===== src/rtl/exc_entry_seq.sv =====
module exc_entry_seq #(
  parameter int XLEN      = 32,
  parameter int VW        = 8,
  parameter int DSW       = 3,
  parameter int VERW      = 8,
  parameter int I_BIT     = 5,
  parameter int U_BIT     = 6,
  parameter int M_BIT_OLD = 9,
  parameter int M_BIT_NEW = 31,
  parameter int VER_SPLIT = 32
) (
  input  logic            clk,
  input  logic            rst_n,
  input  logic            brk_req,
  input  logic            bus_fault,
  input  logic            nmi_pending,
  input  logic            irq_pending,
  input  logic            irq_lock,
  input  logic [VW-1:0]   trap_vec,
  input  logic [VW-1:0]   fault_vec,
  input  logic [VW-1:0]   irq_vec,
  input  logic [XLEN-1:0] pc_in,
  input  logic [XLEN-1:0] flags_in,
  input  logic [XLEN-1:0] sp_in,
  input  logic [XLEN-1:0] ksp_in,
  input  logic [XLEN-1:0] ebp_in,
  input  logic [VERW-1:0] version_in,
  input  logic [DSW-1:0]  dslot_in,
  output logic            busy,
  output logic            done,
  output logic            erp_we,
  output logic            nrp_we,
  output logic [XLEN-1:0] ret_addr,
  output logic            exs_we,
  output logic [XLEN-1:0] exs_out,
  output logic            flags_we,
  output logic [XLEN-1:0] flags_out,
  output logic            usp_we,
  output logic [XLEN-1:0] usp_out,
  output logic            sp_we,
  output logic [XLEN-1:0] sp_out,
  output logic            dslot_clr,
  output logic            imem_req,
  output logic [XLEN-1:0] imem_addr,
  input  logic            imem_rvalid,
  input  logic [XLEN-1:0] imem_rdata,
  output logic            pc_we,
  output logic [XLEN-1:0] pc_out
);
  localparam int KEEP = XLEN - 12;

  typedef enum logic [2:0] {IDLE, SAVE, FETCH_REQ, FETCH_WAIT, FIN} st_t;
  st_t st;

  logic            use_old_m, m_en, irq_ok, nmi_ok, take, pick_nmi;
  logic [VW-1:0]   vec_sel;
  logic [XLEN-1:0] m_mask, f_pre, f_new, vaddr;

  logic            nmi_q, swap_q, ds_q;
  logic [VW-1:0]   vec_q;
  logic [XLEN-1:0] ret_q, flags_q, sp_q, ksp_q, addr_q, data_q;

  assign use_old_m = version_in < VERW'(VER_SPLIT);
  assign m_mask    = use_old_m ? (XLEN'(1) << M_BIT_OLD) : (XLEN'(1) << M_BIT_NEW);
  assign m_en      = |(flags_in & m_mask);
  assign irq_ok    = irq_pending & flags_in[I_BIT] & ~irq_lock;
  assign nmi_ok    = nmi_pending & m_en;
  assign take      = (st == IDLE) & (brk_req | bus_fault | nmi_ok | irq_ok);
  assign pick_nmi  = ~brk_req & ~bus_fault & nmi_ok;

  always_comb begin
    if (brk_req)        vec_sel = trap_vec;
    else if (bus_fault) vec_sel = fault_vec;
    else if (nmi_ok)    vec_sel = '0;
    else                vec_sel = irq_vec;
  end

  assign f_pre = pick_nmi ? (flags_in & ~m_mask) : flags_in;
  assign f_new = {f_pre[XLEN-1:XLEN-2], f_pre[KEEP-1:0], 10'b0};
  assign vaddr = ebp_in + (XLEN'(vec_sel) << 2);

  always_ff @(posedge clk or negedge rst_n) begin
    if (!rst_n) begin
      st <= IDLE;
      nmi_q <= 1'b0; swap_q <= 1'b0; ds_q <= 1'b0;
      vec_q <= '0; ret_q <= '0; flags_q <= '0; sp_q <= '0;
      ksp_q <= '0; addr_q <= '0; data_q <= '0;
    end else begin
      case (st)
        IDLE: if (take) begin
          st      <= SAVE;
          nmi_q   <= pick_nmi;
          vec_q   <= vec_sel;
          ret_q   <= pc_in - XLEN'(dslot_in);
          ds_q    <= |dslot_in;
          flags_q <= f_new;
          swap_q  <= flags_in[U_BIT];
          sp_q    <= sp_in;
          ksp_q   <= ksp_in;
          addr_q  <= {1'b0, vaddr[XLEN-2:0]};
        end
        SAVE:       st <= FETCH_REQ;
        FETCH_REQ:  st <= FETCH_WAIT;
        FETCH_WAIT: if (imem_rvalid) begin
          st     <= FIN;
          data_q <= imem_rdata;
        end
        default:    st <= IDLE;
      endcase
    end
  end

  wire in_save = (st == SAVE);

  assign busy      = (st != IDLE);
  assign erp_we    = in_save & ~nmi_q;
  assign nrp_we    = in_save & nmi_q;
  assign ret_addr  = ret_q;
  assign exs_we    = in_save;
  assign exs_out   = {{(XLEN-VW-8){1'b0}}, vec_q, 8'b0};
  assign flags_we  = in_save;
  assign flags_out = flags_q;
  assign usp_we    = in_save & swap_q;
  assign usp_out   = sp_q;
  assign sp_we     = in_save & swap_q;
  assign sp_out    = ksp_q;
  assign dslot_clr = in_save & ds_q;
  assign imem_req  = (st == FETCH_REQ);
  assign imem_addr = addr_q;
  assign pc_we     = (st == FIN);
  assign pc_out    = data_q;
  assign done      = (st == FIN);

  p_ret_excl_r4: assert property (@(posedge clk) disable iff (!rst_n)
    !(erp_we && nrp_we));
  p_strobes_together_r4: assert property (@(posedge clk) disable iff (!rst_n)
    exs_we |-> (erp_we || nrp_we) && flags_we);
  p_exs_zero_r5: assert property (@(posedge clk) disable iff (!rst_n)
    exs_we |-> (exs_out[7:0] == 8'h00) && (exs_out[XLEN-1:16] == '0));
  p_flags_low_r8: assert property (@(posedge clk) disable iff (!rst_n)
    flags_we |-> (flags_out[9:0] == 10'b0) && !flags_out[U_BIT]);
  p_req_follows_r9: assert property (@(posedge clk) disable iff (!rst_n)
    exs_we |=> imem_req);
  p_addr_mask_r9: assert property (@(posedge clk) disable iff (!rst_n)
    imem_req |-> !imem_addr[XLEN-1]);
  p_done_once_r10: assert property (@(posedge clk) disable iff (!rst_n)
    done |=> !done && !busy);
  p_hold_busy_r11: assert property (@(posedge clk) disable iff (!rst_n)
    (busy && !done) |=> busy);
  p_stack_pair_r7: assert property (@(posedge clk) disable iff (!rst_n)
    usp_we == sp_we);
endmodule


===== config.mk =====
export PLATFORM = sky130hd
export DESIGN_NAME = exc_entry_seq
export DESIGN_NICKNAME = d
export VERILOG_FILES = /design/src/rtl/exc_entry_seq.sv
export SDC_FILE = /design/constraint.sdc
export NUM_CORES = 1
export LEC_CHECK = 0
export ABC_AREA = 1
export BUFFER_PORTS_ARGS = -buffer_cell sky130_fd_sc_hd__clkbuf_2
export CORE_AREA = 2 2 185 187
export CTS_BUF_LIST = sky130_fd_sc_hd__clkbuf_4 sky130_fd_sc_hd__clkbuf_8
export CTS_CLUSTER_SIZE = 20
export DETAILED_ROUTE_END_ITERATION = 6
export DIE_AREA = 0 0 187 189
export GPL_ROUTABILITY_DRIVEN = 1
export PLACE_DENSITY_LB_ADDON = 0.1
export SLEW_MARGIN = 0
export SYNTH_ARGS = -nofsm -noshare
export SYNTH_HDL_FRONTEND = slang
export SYNTH_SLANG_ARGS = --single-unit

===== constraint.sdc =====
create_clock -name clk -period 1.6 [get_ports clk]
set_input_delay 0.08 -clock clk [delete_from_list [all_inputs] [get_ports clk]]
set_output_delay 0.08 -clock clk [all_outputs]
set_load 0.005 [all_outputs]

Word level (Yosys, flattened, before mapping). Cells that the tools add are included.

Flip-flop bits (word level): 195. Bits of input ports: 235. Output and inout bits: 235. Word-level logic and storage cells: 55.

$add $sub $neg: 2. Magnitude comparators: 1. Equal/unequal tests: 6. Muxes and demuxes: 8. Bitwise gates (word level): 20. Reductions and logical operators: 7.

Operators with widths (number): 32-bit AND (2); 32-bit 2-to-1 mux (2); 32-bit inverter (1); 32-bit OR reduction (1); 32-bit by 3-bit subtractor with 32-bit output (1); 31-bit by 10-bit adder with 31-bit output (1); 8-bit 2-to-1 mux (3); 3-bit one-hot mux with 4 select lines (1); 1-bit AND (10); 8-bit by 6-bit < comparator with 1-bit output, second input constant (1); 3-bit by 2-bit == test with 1-bit output, second input constant (2); 3-bit 2-to-1 mux (2); 2-bit AND reduction (3); 2-bit != test, second input constant (2); 1-bit inverter (4); 3-bit by 1-bit == test with 1-bit output, second input constant (1); 3-bit == test, second input constant (1); 3-bit logical NOT (1); 1-bit OR (3); 3-bit nonzero test (1); 3-bit OR reduction (1).

Logic depth before layout (Yosys ltp).
Depth in word-level cells: 10. Gate-level depth with buffers: 22. Mapped depth without buffers: 21.

Worst setup path before layout. OpenSTA, ideal clock, no wires.

Kind: input to register. From: input version_in[7]. To: register addr_q[18], in the netlist imem_addr[18]. Setup time: 0.118 ns. Arrival: 2.224 ns. Required time: 1.482 ns. Setup slack: -0.742 ns. Cell stages on the path: 19. Path buffers: 1. Path through: nor2_1 nand2_1 inv_1 nand2_1 nand3_1 buf_2 nand3_1 a21oi_1 ha_1 inv_1 fa_1 inv_1 nand3_1 nand3_1 nand3_1 o21ai_0 nand3_1 nand3_1 nand2_1.

Word-level cells in the longest chain between the ends: 9. Elaborated cells between the ends (all ways): 13. Classes of those cells: add/sub (1); order compare (1); mux (4); bitwise (5); reduce/logical (2).

Ends and longest elaborated chain: from (decl) (line 27) `input logic [VERW-1:0] version_in,`; 8-bit by 6-bit < comparator with 1-bit output (line 63) `assign use_old_m = version_in < VERW'(VER_SPLIT);`; 32-bit 2-to-1 mux (line 64) `assign m_mask = use_old_m ? (XLEN'(1) << M_BIT_OLD) : (XLEN'(1) << M_BIT_NEW);`; 32-bit AND (line 65) `assign m_en = |(flags_in & m_mask);`; 32-bit OR reduction (line 65); 1-bit AND (line 67) `assign nmi_ok = nmi_pending & m_en;`; 8-bit 2-to-1 mux (line 74) `else if (nmi_ok) vec_sel = '0;`; 8-bit 2-to-1 mux (line 73) `else if (bus_fault) vec_sel = fault_vec;`; 8-bit 2-to-1 mux (line 72) `if (brk_req) vec_sel = trap_vec;`; net vec_sel[0] (line 56) `logic [VW-1:0] vec_sel;`; 31-bit by 10-bit adder with 31-bit output (line 80) `assign vaddr = ebp_in + (XLEN'(vec_sel) << 2);`; to (signal assigned) (line 100) `addr_q <= {1'b0, vaddr[XLEN-2:0]};`; to (decl) (line 61) `logic [XLEN-1:0] ret_q, flags_q, sp_q, ksp_q, addr_q, data_q;`.

The timed path passes the listed nets, and every way through them passes these cells. A chain may end at the register's enable or synchronous reset.

Worst setup path after layout.
From: input version_in[7]. To: register addr_q[12], in the netlist imem_addr[12].

Same word-level chain as after synthesis.

==> qor.csv <==
stage;metric;value;unit
global_route;grt_pass1_vias;10500;
clocking;htreeDepth;4;
clocking;cts_sinks;194;
global_route;grt_pass1_wl;57300;um
logic_synthesis;synthFlopType;dfrtp_1;
global_route;gr-total-overflow;0;
clocking;root_buffer;clkbuf_8;
flow_run;drv_cap;0;
layout;area_growth;78.9;%
logic_synthesis;synth_cell_types;38;
logic_synthesis;avgSynthCellArea;7.48;um^2
worst_setup_path;critical_path_arrival;2200;ps
drt;routedWlPerCell;16.7;um
worst_setup_path;slowest_stage;or2_4;
floorplanning;io_pins;470;
drt;drt_iter0_drc;375;
pwr;power.density;1490;nW/um^2
timing;fin_worst_skew;10.9;ps
worst_setup_path;endpoint_kind;register;
placed_design;place_area;13200;um^2
logic_synthesis;yosys.area_share.simple;34.2;%
floorplanning;die_w;187;um
timing;fmax;0.555;GHz
timing;tns;-13730;ps
logic_synthesis;synth_cells;1322;
timing;fin_crit;1800;ps
global_route;antenna_found_initial;12;
timing;hold_viol;0;
global_route;grt_max_degree;47;
placed_design;post-dp-hpwl;28100;um
timing;finalSetupViolCount;143;
floorplanning;dieArea;35300;um^2
logic_synthesis;synth_top_family_by_area;simple AND/OR/NAND/NOR gates;
placed_design;place.gp.congestion;0.899;
logic_synthesis;yosys-top-cells-area;dfrtp_1 (49%), nand2_1 (25%), nand3_1 (3.8%);
layout;fillers;3223;
pwr;p_leak;9.60;nW
worst_setup_path;path_buf_inv;4;
floorplanning;core_area;33300;um^2
worst_setup_path;crit_type;input port to register;
logic_synthesis;synthTopCellsByCount;nand2_1 (664), dfrtp_1 (194), nor2_1 (90);
logic_synthesis;ys_seq_area_share;49.1;%
timing;timing.final.crit_share;113;%
worst_setup_path;crit_path_max_fanout;8;
worst_setup_path;path_common_cell;nand2_1;
worst_setup_path;max_stage_delay;260;ps
drt;drt_pre_antenna_iters;5;
clocking;clock_latency;500;ps
placed_design;portBuffers;418;
logic_synthesis;synth_top_area_share;49.1;%
logic_synthesis;synthMuxAreaShare;0;%
logic_synthesis;synth.most_common_cell;nand2_1;
logic_synthesis;synth_edf_count;0;
drt;dr_total_vias;11100;
layout;layout-drive-gt1-share;42.6;%
layout;final_nets;2296;
worst_setup_path;path_cells;buf_6 > nor2_4 > nand2_4 > inv_2 > nand2_2 > nand3_4 > buf_12 > nand3_1 > a21oi_2 > ha_4 > nand2_1 > nand2_1 > inv_1 > nand2_1 > nand2_2 > nand3_4 > or2_4 > nand3_1 > nand2_1;
logic_synthesis;synth_top_area_cell;dfrtp_1;
floorplanning;start_util;29.7;%
hold_path;hold_class;input port to asynchronous set/reset pin;
logic_synthesis;yosysWarningCount;0;
outcome;violations;negative setup slack;
logic_synthesis;synth-xor-area-share;2.30;%
timing;drv_slew;0;
worst_setup_path;crit_family;simple AND/OR/NAND/NOR gates;
drt;viasPerCell;4.40;
layout;fin_area;17700;um^2
worst_setup_path;critical_path_required;2000;ps
logic_synthesis;postSynth.asyncResetShare;100;%
logic_synthesis;synth_fa_ha_area_share;1.80;%
drt;ant_nets;0;
pwr;ir_worst_vdd;891;uV
worst_setup_path;start_kind;input port;
clocking;clkTransAtPathRegs;100;ps
global_route;grt.total_usage;20.8;%
drt;drt-total-wl;42000;um
logic_synthesis;netlist_area;9890;um^2
clocking;numCtsBuffers;17;
drt;drc_errors;0;
clocking;clockBufferDepth;2;
clocking;cts_tree;done;
timing;setup_ws;-203;ps
floorplanning;rows;67;
outcome;outcome;finished, violations left;
logic_synthesis;yosys_register_bits;194;
logic_synthesis;synth_compound_area_share;3.48;%
floorplanning;die_y;189;um
timing;rsz0062_at_grt;yes;
==> sequential cells by signal, indices dropped and copies added (netlist names) <==
name and flops:
ds_q 1, flags_out 22, imem_addr 31, nmi_q 1, pc_out 32, ret_addr 32
sp_out 32, st 3, usp_out 32, vec_q 8
==> per-stage QoR <==
stage                     std cells  util [%]  setup WS, ps  hold slack (ps)  total power (W)
after detailed placement       2234      39.6          -872             29.1           0.0186
after CTS                      2459      47.1          -156             22.3           0.0226
after global placement         2234      39.6          -772             30.5           0.0185
final                          2515      53.2          -203             50.3           0.0264
after global routing           2514      53.2          -344             56.0           0.0283
after floorplan                1356         -          -459             -216           0.0133
==> power breakdown <==
group / total [W] / internal [W] / switching [W] / leakage [nW]
Clock: 0.00329 / 0.00138 / 0.00190 / 0.200
Sequential: 0.00870 / 0.00729 / 0.00142 / 2.40
Combinational: 0.0144 / 0.00701 / 0.00736 / 6.99
Total: 0.0264 / 0.0157 / 0.0107 / 9.60
==> metal layers <==
| layer | vias to the layer above | wire length, um | GRT usage (%) | part of all wire, % |
|---|---|---|---|---|
| met5 | - | 85 | 0 | 0.20 |
| met4 | 12 | 1210 | 8.67 | 2.9 |
| met3 | 66 | 2840 | 6.06 | 6.8 |
| met2 | 399 | 20400 | 34.0 | 49 |
| met1 | 5135 | 17400 | 25.7 | 42 |
| li1 | 5465 | - | - | - |
==> worst paths after layout <==
| kind | depth (start not counted) | slack [ps] | from | to |
|---|---|---|---|---|
| max | 19 | -200 | version_in[7] | imem_addr[12]$_DFFE_PN0P_ |
| min | 2 | 50 | rst_n | usp_out[2]$_DFFE_PN0P_ |
| max reg2reg | 10 | -150 | st[2]$_DFFE_PN0P_ | flags_out[17]$_DFFE_PN0P_ |
| min reg2reg | 2 | 480 | flags_out[15]$_DFFE_PN0P_ | flags_out[15]$_DFFE_PN0P_ |
| max in group asynchronous | 3 | 960 | rst_n | pc_out[12]$_DFFE_PN0P_ |
| min in group clk | 4 | 100 | ebp_in[3] | imem_addr[3]$_DFFE_PN0P_ |
==> layout by cell type (no fill, tap or decap), types with 12 or more instances in the layout <==
master / Yosys / routed
dfrtp_1: 194 / 192
nand3_2: 0 / 24
nand2_2: 1 / 115
inv_2: 1 / 12
dlygate4sd3_1: 0 / 184
clkbuf_16: 0 / 21
clkbuf_8: 0 / 21
clkbuf_2: 1 / 407
o21ai_1: 0 / 22
xor2_1: 16 / 15
nand2_1: 664 / 496
nor2_1: 90 / 78
buf_4: 41 / 77
inv_1: 87 / 75
nand3_1: 76 / 42
buf_12: 0 / 24
conb_1: 1 / 35
buf_6: 9 / 27
nand2_4: 0 / 52
==> cell type report <==
cell class                      count  area, um^2  share of cell area [%]
Timing Repair Buffer              753        5950                    33.6
Multi-Input combinational cell    992        5590                    31.6
Sequential cell                   194        4860                    27.4
Tap cell                          448         561                    3.17
Inverter                           90         349                    1.97
Clock buffer                       21         283                    1.60
Clock inverter                     11         101                   0.573
Antenna cell                        6        15.0                  0.0848
==> kinds of logic after synthesis <==
family	after synthesis
adder cells (fa/ha/maj)	13
XOR/XNOR	26
AND/OR/NAND/NOR	857
other	1
buffers and inverters	172
flip-flops	194
AO/OA/AOI/OAI	59
==> timing repair <==
| action | CTS | global route |
|---|---|---|
| setup buffers | 11 | 23 |
| hold buffers | 184 | 0 |
| setup endpoints to repair | 34 | 163 |
| endpoints found under the hold margin | 375 | 0 |
| pin swaps | 14 | 104 |
| gates cloned | 0 | 30 |
| resized for setup | 40 | 341 |
(Power assumes the default switching activity.)
